$ cat src/rtl/bbclk_pkg.sv
package bbclk_pkg;

  typedef enum logic [1:0] {
    SIM_FULL = 2'b00,
    SIM_SLOW = 2'b01,
    SIM_STOP = 2'b10
  } sim_mode_e;

  // Maps the raw two-bit mode input onto the internal mode; bit 1 set means stopped.
  function automatic sim_mode_e sim_decode(input logic [1:0] raw);
    if (raw[1])      return SIM_STOP;
    else if (raw[0]) return SIM_SLOW;
    else             return SIM_FULL;
  endfunction

endpackage

$ cat src/rtl/bbclk_toggle_div.sv
module bbclk_toggle_div #(
  parameter int HALF = 2
) (
  input  logic clk,
  input  logic rst,
  input  logic run,
  output logic clk_o
);
  localparam int W = (HALF > 1) ? $clog2(HALF) : 1;

  logic [W-1:0] cnt;

  always_ff @(posedge clk) begin
    if (rst || !run) begin
      cnt   <= '0;
      clk_o <= 1'b0;
    end else if (cnt == W'(HALF - 1)) begin
      cnt   <= '0;
      clk_o <= ~clk_o;
    end else begin
      cnt <= cnt + 1'b1;
    end
  end
endmodule

$ cat src/rtl/bbclk_frac_div.sv
module bbclk_frac_div #(
  parameter int REF_KHZ = 26000,
  parameter int OUT_KHZ = 512,
  parameter int FRAME   = 64
) (
  input  logic clk,
  input  logic rst,
  input  logic run,
  output logic clk_o,
  output logic sync_o
);
  // Two toggles per output period, so the accumulator step is twice the output rate.
  localparam int INC = 2 * OUT_KHZ;
  localparam int MOD = REF_KHZ;
  localparam int AW  = $clog2(MOD + INC);
  localparam int FW  = (FRAME > 1) ? $clog2(FRAME) : 1;

  logic [AW-1:0] acc;
  logic [AW-1:0] sum;
  logic          wrap;
  logic [FW-1:0] per;

  always_comb begin
    sum  = acc + AW'(INC);
    wrap = (sum >= AW'(MOD));
  end

  always_ff @(posedge clk) begin
    if (rst || !run) begin
      acc    <= '0;
      clk_o  <= 1'b0;
      per    <= '0;
      sync_o <= 1'b0;
    end else if (wrap) begin
      acc   <= sum - AW'(MOD);
      clk_o <= ~clk_o;
      if (!clk_o) begin
        // rising toggle: advance the period count inside the frame
        sync_o <= (per == FW'(FRAME - 1));
        per    <= (per == FW'(FRAME - 1)) ? '0 : per + 1'b1;
      end
    end else begin
      acc <= sum;
    end
  end
endmodule

$ cat src/rtl/bbclk_sim_div.sv
module bbclk_sim_div
  import bbclk_pkg::*;
#(
  parameter int FULL_HALF = 4,
  parameter int SLOW_HALF = 8
) (
  input  logic       clk,
  input  logic       rst,
  input  logic       run,
  input  logic [1:0] mode_i,
  output logic       clk_o
);
  localparam int MAXH = (SLOW_HALF > FULL_HALF) ? SLOW_HALF : FULL_HALF;
  localparam int W    = (MAXH > 1) ? $clog2(MAXH) : 1;

  sim_mode_e     cur;
  logic [W-1:0]  cnt;
  logic [W-1:0]  last;

  always_comb begin
    last = (cur == SIM_SLOW) ? W'(SLOW_HALF - 1) : W'(FULL_HALF - 1);
  end

  always_ff @(posedge clk) begin
    if (rst || !run) begin
      cnt   <= '0;
      clk_o <= 1'b0;
      cur   <= SIM_STOP;
    end else if (cur == SIM_STOP) begin
      cnt   <= '0;
      clk_o <= 1'b0;
      cur   <= sim_decode(mode_i);
    end else if (cnt == last) begin
      cnt   <= '0;
      clk_o <= ~clk_o;
      // mode is only reloaded as the clock falls into its low phase
      if (clk_o) cur <= sim_decode(mode_i);
    end else begin
      cnt <= cnt + 1'b1;
    end
  end
endmodule

$ cat src/rtl/bbclk_gen.sv
module bbclk_gen #(
  parameter int REF_KHZ       = 26000,
  parameter int SER_KHZ       = 512,
  parameter int FRAME_LEN     = 64,
  parameter int SLEEP_HALF    = 96,
  parameter int SIM_FULL_HALF = 4,
  parameter int SIM_SLOW_HALF = 8
) (
  input  logic       clk,
  input  logic       rst,
  input  logic       idle_i,
  input  logic [1:0] sim_mode_i,
  input  logic       dsp_osc_req_i,
  output logic       mcu_clk_o,
  output logic       rfi_clk_o,
  output logic       sleep_clk_o,
  output logic       sim_clk_o,
  output logic       ser_clk_o,
  output logic       frm_sync_o,
  output logic       dsp_osc_en_o
);
  localparam int NDIV = 2;
  localparam int DIV_HALF [NDIV] = '{1, SLEEP_HALF};

  logic            run;
  logic [NDIV-1:0] div_q;

  assign run       = ~idle_i;
  assign mcu_clk_o = clk;

  for (genvar g = 0; g < NDIV; g++) begin : g_div
    bbclk_toggle_div #(.HALF(DIV_HALF[g])) u_div (
      .clk   (clk),
      .rst   (rst),
      .run   (run),
      .clk_o (div_q[g])
    );
  end

  assign rfi_clk_o   = div_q[0];
  assign sleep_clk_o = div_q[1];

  bbclk_sim_div #(
    .FULL_HALF (SIM_FULL_HALF),
    .SLOW_HALF (SIM_SLOW_HALF)
  ) u_sim (
    .clk    (clk),
    .rst    (rst),
    .run    (run),
    .mode_i (sim_mode_i),
    .clk_o  (sim_clk_o)
  );

  bbclk_frac_div #(
    .REF_KHZ (REF_KHZ),
    .OUT_KHZ (SER_KHZ),
    .FRAME   (FRAME_LEN)
  ) u_ser (
    .clk    (clk),
    .rst    (rst),
    .run    (run),
    .clk_o  (ser_clk_o),
    .sync_o (frm_sync_o)
  );

  always_ff @(posedge clk) begin
    if (rst) dsp_osc_en_o <= 1'b0;
    else     dsp_osc_en_o <= dsp_osc_req_i & run;
  end
endmodule

$ cat config.mk
export PLATFORM = sky130hd
export DESIGN_NAME = bbclk_gen
export DESIGN_NICKNAME = d
export VERILOG_FILES = /design/src/rtl/bbclk_pkg.sv /design/src/rtl/bbclk_toggle_div.sv /design/src/rtl/bbclk_frac_div.sv /design/src/rtl/bbclk_sim_div.sv /design/src/rtl/bbclk_gen.sv
export SDC_FILE = /design/constraint.sdc
export NUM_CORES = 1
export LEC_CHECK = 0
export BUFFER_PORTS_ARGS = -buffer_cell sky130_fd_sc_hd__buf_4
export CORE_MARGIN = 8
export CORE_UTILIZATION = 64
export CTS_CLUSTER_SIZE = 30
export DETAILED_ROUTE_END_ITERATION = 7
export PLACE_DENSITY = 0.84
export SYNTH_ARGS = -nofsm -noshare
export SYNTH_HDL_FRONTEND = slang
export SYNTH_HIERARCHICAL = 1
export SYNTH_SLANG_ARGS = --single-unit
$ cat constraint.sdc
create_clock -name clk -period 3.2 [get_ports clk]
set_input_delay 0.16 -clock clk [delete_from_list [all_inputs] [get_ports clk]]
set_output_delay 0.16 -clock clk [all_outputs]
set_load 0.02 [all_outputs]
Yosys cells after proc, flatten, opt, wreduce, memory -nomap -nowiden. Cells that the tools add are included.

Register bits after elaboration: 40. Output and inout port bits: 7. Logic and storage cells: 48.

Add/sub/neg operators: 6. $lt $le $gt $ge: 1. Equal/unequal tests: 5. Mux-type cells: 8. Bitwise logic cells: 7. Reduce and logical (&&, ||, !) cells: 9.

Operators with widths (number): 15-bit by 11-bit adder with 15-bit output, second input constant (1); 15-bit greater-or-equal comparator, second input constant (1); 15-bit 2-to-1 mux (1); 15-bit subtractor, second input constant (1); 2-bit 2-to-1 mux (4); 7-bit by 1-bit adder with 7-bit output, second input constant (1); 7-bit equality test, second input constant (1); 6-bit by 1-bit adder with 6-bit output, second input constant (1); 6-bit equality test, second input constant (1); 6-bit 2-to-1 mux (1); 1-bit NOT (6); 2-bit OR reduction (3); 2-bit AND reduction (2); 2-bit nonzero test (2); 3-bit by 1-bit adder with 3-bit output, second input constant (1); 3-bit equality test (1); 3-bit 2-to-1 mux (1); 3-bit OR reduction (1); 2-bit by 1-bit equality test with 1-bit output, second input constant (1); 2-bit equality test, second input constant (1); 1-bit adder, second input constant (1); 1-bit bitwise AND (1); 1-bit logical OR (1); 1-bit 2-to-1 mux (1).

Longest topological paths before layout.
Depth in word-level cells: 5. Gate-level depth with buffers: 8.

Cells and area by module. The synthesis kept the hierarchy.

Modules (own cells, without submodules): bbclk_frac_div (times used 1, cells each 125, area each 1061.0 sq um); bbclk_sim_div (times used 1, cells each 39, area each 375.4 sq um); bbclk_toggle_div at g_div[1].u_div (times used 1, cells each 36, area each 327.8 sq um); bbclk_toggle_div at g_div[0].u_div (times used 1, cells each 5, area each 65.1 sq um); bbclk_gen (times used 1, cells each 4, area each 43.8 sq um).

==> metrics.log <==
[metrics] run status: finished, final reports clean
[metrics] Net count, final: 240
[metrics] max-cap violation count: 0
[metrics] Routed wire per std cell: 14.08 um
[metrics] number of placement rows: 19
[metrics] Max Clock Freq: 0.4238 GHz
[metrics] Core Area: 2781 um^2
[metrics] starting DRC count in detailed routing: ~120
[metrics] Worst Skew: 0.01315 ns
[metrics] critical setup path kind: flip-flop to flip-flop
[metrics] final critical path time including I/O delays and setup: 2.359 ns
[metrics] register clock-pin slew on the reported worst setup and hold paths: 0.11 ns
[metrics] global placer's final weighted congestion: 0.8261
[metrics] VDD IR-drop max: 0.4318 mV
[metrics] Routed Antenna Nets: 0
[metrics] detailed-routing iteration count for the pre-antenna-repair pass: 4
[metrics] data required time at the worst endpoint: ~3.6 ns
[metrics] syn_nets: 222
[metrics] worst hold slack across all endpoints: 0.1565 ns
[metrics] final hold vios: 0
[metrics] Worst Min Path Start: sim_mode_i[0]
[metrics] worst-case headroom to the max-slew limit: 0.5572
[metrics] fraction of the cycle the final worst path needs: 0.7373
[metrics] Horiz. Die Dim: 70.10 um
[metrics] routed via count divided by cell count: between 6 and 7
[metrics] Power, Total: 0.8331 mW
[metrics] placed cell count: 244
[metrics] type of destination of the critical path: flip-flop
[metrics] primary flip-flop cell chosen by synthesis mapping: sky130_fd_sc_hd__dfxtp_1
[metrics] Post-DP Area: 1944 um^2
[metrics] count of input and output buffers: 12
[metrics] most used cells in the layout excluding fill and tap cells: sky130_fd_sc_hd__dfxtp_1, sky130_fd_sc_hd__a21oi_1, sky130_fd_sc_hd__nor2_1
[metrics] leakage dissipation: 0.8035 nW
[metrics] path type of the worst min-delay path: input pin to flip-flop
[metrics] grt ovf: 0
[metrics] Post-Synthesis Cell Area: 1873 um^2
[metrics] Setup TNS: 0 ns
[metrics] fraction of registers with async set or reset after synthesis: 0
[metrics] area of all placed cells without fillers: 2061 um^2
[metrics] number of fill cells in the layout: between 200 and 250
[metrics] DRC violations left: 0
[metrics] commonest non-fill, non-tap cell in the layout: sky130_fd_sc_hd__dfxtp_1
[metrics] cells after synthesis: 209
[metrics] setup repair after global routing missed its margin: no
[metrics] Data arrival, critical path: roughly 2.7 ns
[metrics] critical path startpoint category: flip-flop
[metrics] post-layout instance count excluding filler cells: 259
[metrics] number of placed I/O pins: 13
[metrics] Crit. Startpoint: u_ser/acc[10]
[metrics] Setup violations, final: 0
[metrics] Initial Utilization: 0.6734
[metrics] maximum number of pins on one net before global-route repair: 21
[metrics] die area: 4914 um^2
[metrics] final slew viol count: 0
[metrics] pre-CTS setup slack: 0.8871 ns
[metrics] fraction of final layout cells sized beyond drive strength 1: 0.1535
[metrics] via count: 1578
[metrics] Total Routed Length: 3646 um
[metrics] clock tree from TritonCTS: built
[metrics] count of warnings emitted by yosys: 6
[metrics] antenna violations before repair: 0
[metrics] average size of a mapped cell: 8.962 um^2
[metrics] Tot GR Track Use: 0.1491
[metrics] fraction of the yosys area taken by sequential cells: 0.3848
[metrics] number of antenna repair diodes: 0
[metrics] min setup slack post-route: 0.8405 ns
[metrics] Finished Core Util: 0.7409
[metrics] HPWL after DPL: 2515 um
[metrics] FF+latch count, synth: 36
[metrics] Reg2Reg Launch Point: u_ser/acc[10]
[metrics] number of enable flip-flop cells after synthesis: 0
[metrics] vertical extent of the die: between 70 and 80 um
[metrics] vias in the first global route: 1518
[metrics] largest driver fanout on the critical path: 20
[metrics] post-synthesis to final-layout area growth: 10.02%
[metrics] first-pass GRT wire length: around 6200 um
[metrics] ratio of total power to cell area: 404.3 nW/um^2
[metrics] clock network latency to the later pin of the worst-skew pair: 0.44 ns
[metrics] buffers inserted during post-CTS setup optimization: 0
[metrics] Worst Max-Slew Pin Slew: 0.6628 ns
[metrics] number of distinct library cells after synthesis: 55
registers in the layout (all words and copies together) (netlist names):
name	flops
u_ser/acc	11
g_div.u_div/cnt	8
u_ser/per	6
u_sim/cnt	3
g_div.u_div/clk_o	2
u_sim/cur	2
dsp_osc_en_o	1
u_ser/clk_o	1
u_ser/sync_o	1
u_sim/clk_o	1
worst max-delay path, stage by stage (launching register included):
cell and delay, ns:
sky130_fd_sc_hd__dfxtp_1 0.46, sky130_fd_sc_hd__ha_1 0.25, sky130_fd_sc_hd__xor2_1 0.15, sky130_fd_sc_hd__a2111oi_2 0.44, sky130_fd_sc_hd__a22o_1 0.58, sky130_fd_sc_hd__o21ai_0 0.21
sky130_fd_sc_hd__a21oi_1 0.19
area by class of cell:
cell class / instances / area, um^2 / area share
clock buffer: 11 / 75.07 / 0.03643
tap: 31 / 38.79 / 0.01882
multi-input combinational: 153 / 1050 / 0.5094
timing repair buffer: 15 / 122.6 / 0.05950
sequential: 36 / 720.7 / 0.3497
clock inverter: 1 / 8.758 / 0.004250
inverter: 12 / 45.04 / 0.02186
report_power, final:
part | total [mW] | internal [mW] | switching (mW) | leakage (nW)
sequential | 0.459 | 0.454 | 0.00580 | 0.292
combinational | 0.0446 | 0.0201 | 0.0245 | 0.464
clock | 0.329 | 0.146 | 0.183 | 0.0481
total | 0.833 | 0.619 | 0.214 | 0.804
logic make-up (layout without fill, tap and decap cells):
| kind of cell | after synthesis | after routing | share of synthesized area |
|---|---|---|---|
| other | 1 | 1 | 0.002002 |
| adders and majority gates | 7 | 7 | 0.04676 |
| buffers and inverters | 20 | 39 | 0.05477 |
| and+or+nand+nor | 82 | 82 | 0.2699 |
| DFF | 36 | 36 | 0.3848 |
| AOI/OAI and AO/OA | 53 | 53 | 0.1937 |
| xor gates and xnor gates | 8 | 8 | 0.03741 |
| muxes | 2 | 2 | 0.01069 |
path summary, 6_finish.rpt:
| kind | end | slack [ns] | depth (start not counted) |
|---|---|---|---|
| worst min register to register | u_sim/cnt[0] | 0.44 | 1 |
| worst min-delay path | u_sim/cur[0] | 0.16 | 4 |
| worst max register to register | u_ser/acc[9] | 0.84 | 6 |
| worst max-delay path | u_ser/acc[9] | 0.84 | 6 |
routing by layer:
layer	vias to the layer above	wire length [um]	GRT usage
met3	14	139	0.04520
met5	-	0	0
met4	0	89	0.07366
li1	786	-	-
met1	742	1580	0.1571
met2	36	1837	0.2619
what timing repair did:
action                                 4_1_cts  5_1_grt
hold buffers                                 4        0
resized for setup                            0        0
endpoints found under the hold margin        3        0
synth_stat cells, types with 2 or more instances:
master	count	share of area
sky130_fd_sc_hd__a221o_1	2	0.011
sky130_fd_sc_hd__nand3_1	7	0.019
sky130_fd_sc_hd__clkbuf_1	3	0.0060
sky130_fd_sc_hd__and3_1	2	0.0067
sky130_fd_sc_hd__a31o_2	3	0.014
sky130_fd_sc_hd__dfxtp_1	36	0.38
sky130_fd_sc_hd__nor2b_1	6	0.020
sky130_fd_sc_hd__nand2_1	13	0.026
sky130_fd_sc_hd__nor4_1	2	0.0067
sky130_fd_sc_hd__nand2b_1	5	0.017
sky130_fd_sc_hd__a21oi_1	16	0.043
sky130_fd_sc_hd__xor2_1	5	0.023
sky130_fd_sc_hd__and3b_1	2	0.0094
sky130_fd_sc_hd__a211oi_1	3	0.012
sky130_fd_sc_hd__o21ai_0	12	0.032
sky130_fd_sc_hd__o311ai_0	2	0.0094
sky130_fd_sc_hd__nor3_1	3	0.0080
sky130_fd_sc_hd__nor3b_2	3	0.020
sky130_fd_sc_hd__o31ai_1	2	0.0080
sky130_fd_sc_hd__inv_1	12	0.024
sky130_fd_sc_hd__xnor2_1	3	0.014
sky130_fd_sc_hd__or2b_1	2	0.0080
sky130_fd_sc_hd__nor3b_1	2	0.0080
sky130_fd_sc_hd__or3_1	8	0.027
sky130_fd_sc_hd__ha_1	7	0.047
sky130_fd_sc_hd__mux2i_1	2	0.011
sky130_fd_sc_hd__nor2_1	14	0.028
sky130_fd_sc_hd__buf_6	3	0.018
sky130_fd_sc_hd__a22o_1	2	0.0094
sky130_fd_sc_hd__o21a_1	2	0.0080
Note: power is estimated with default switching activity, not from simulation.
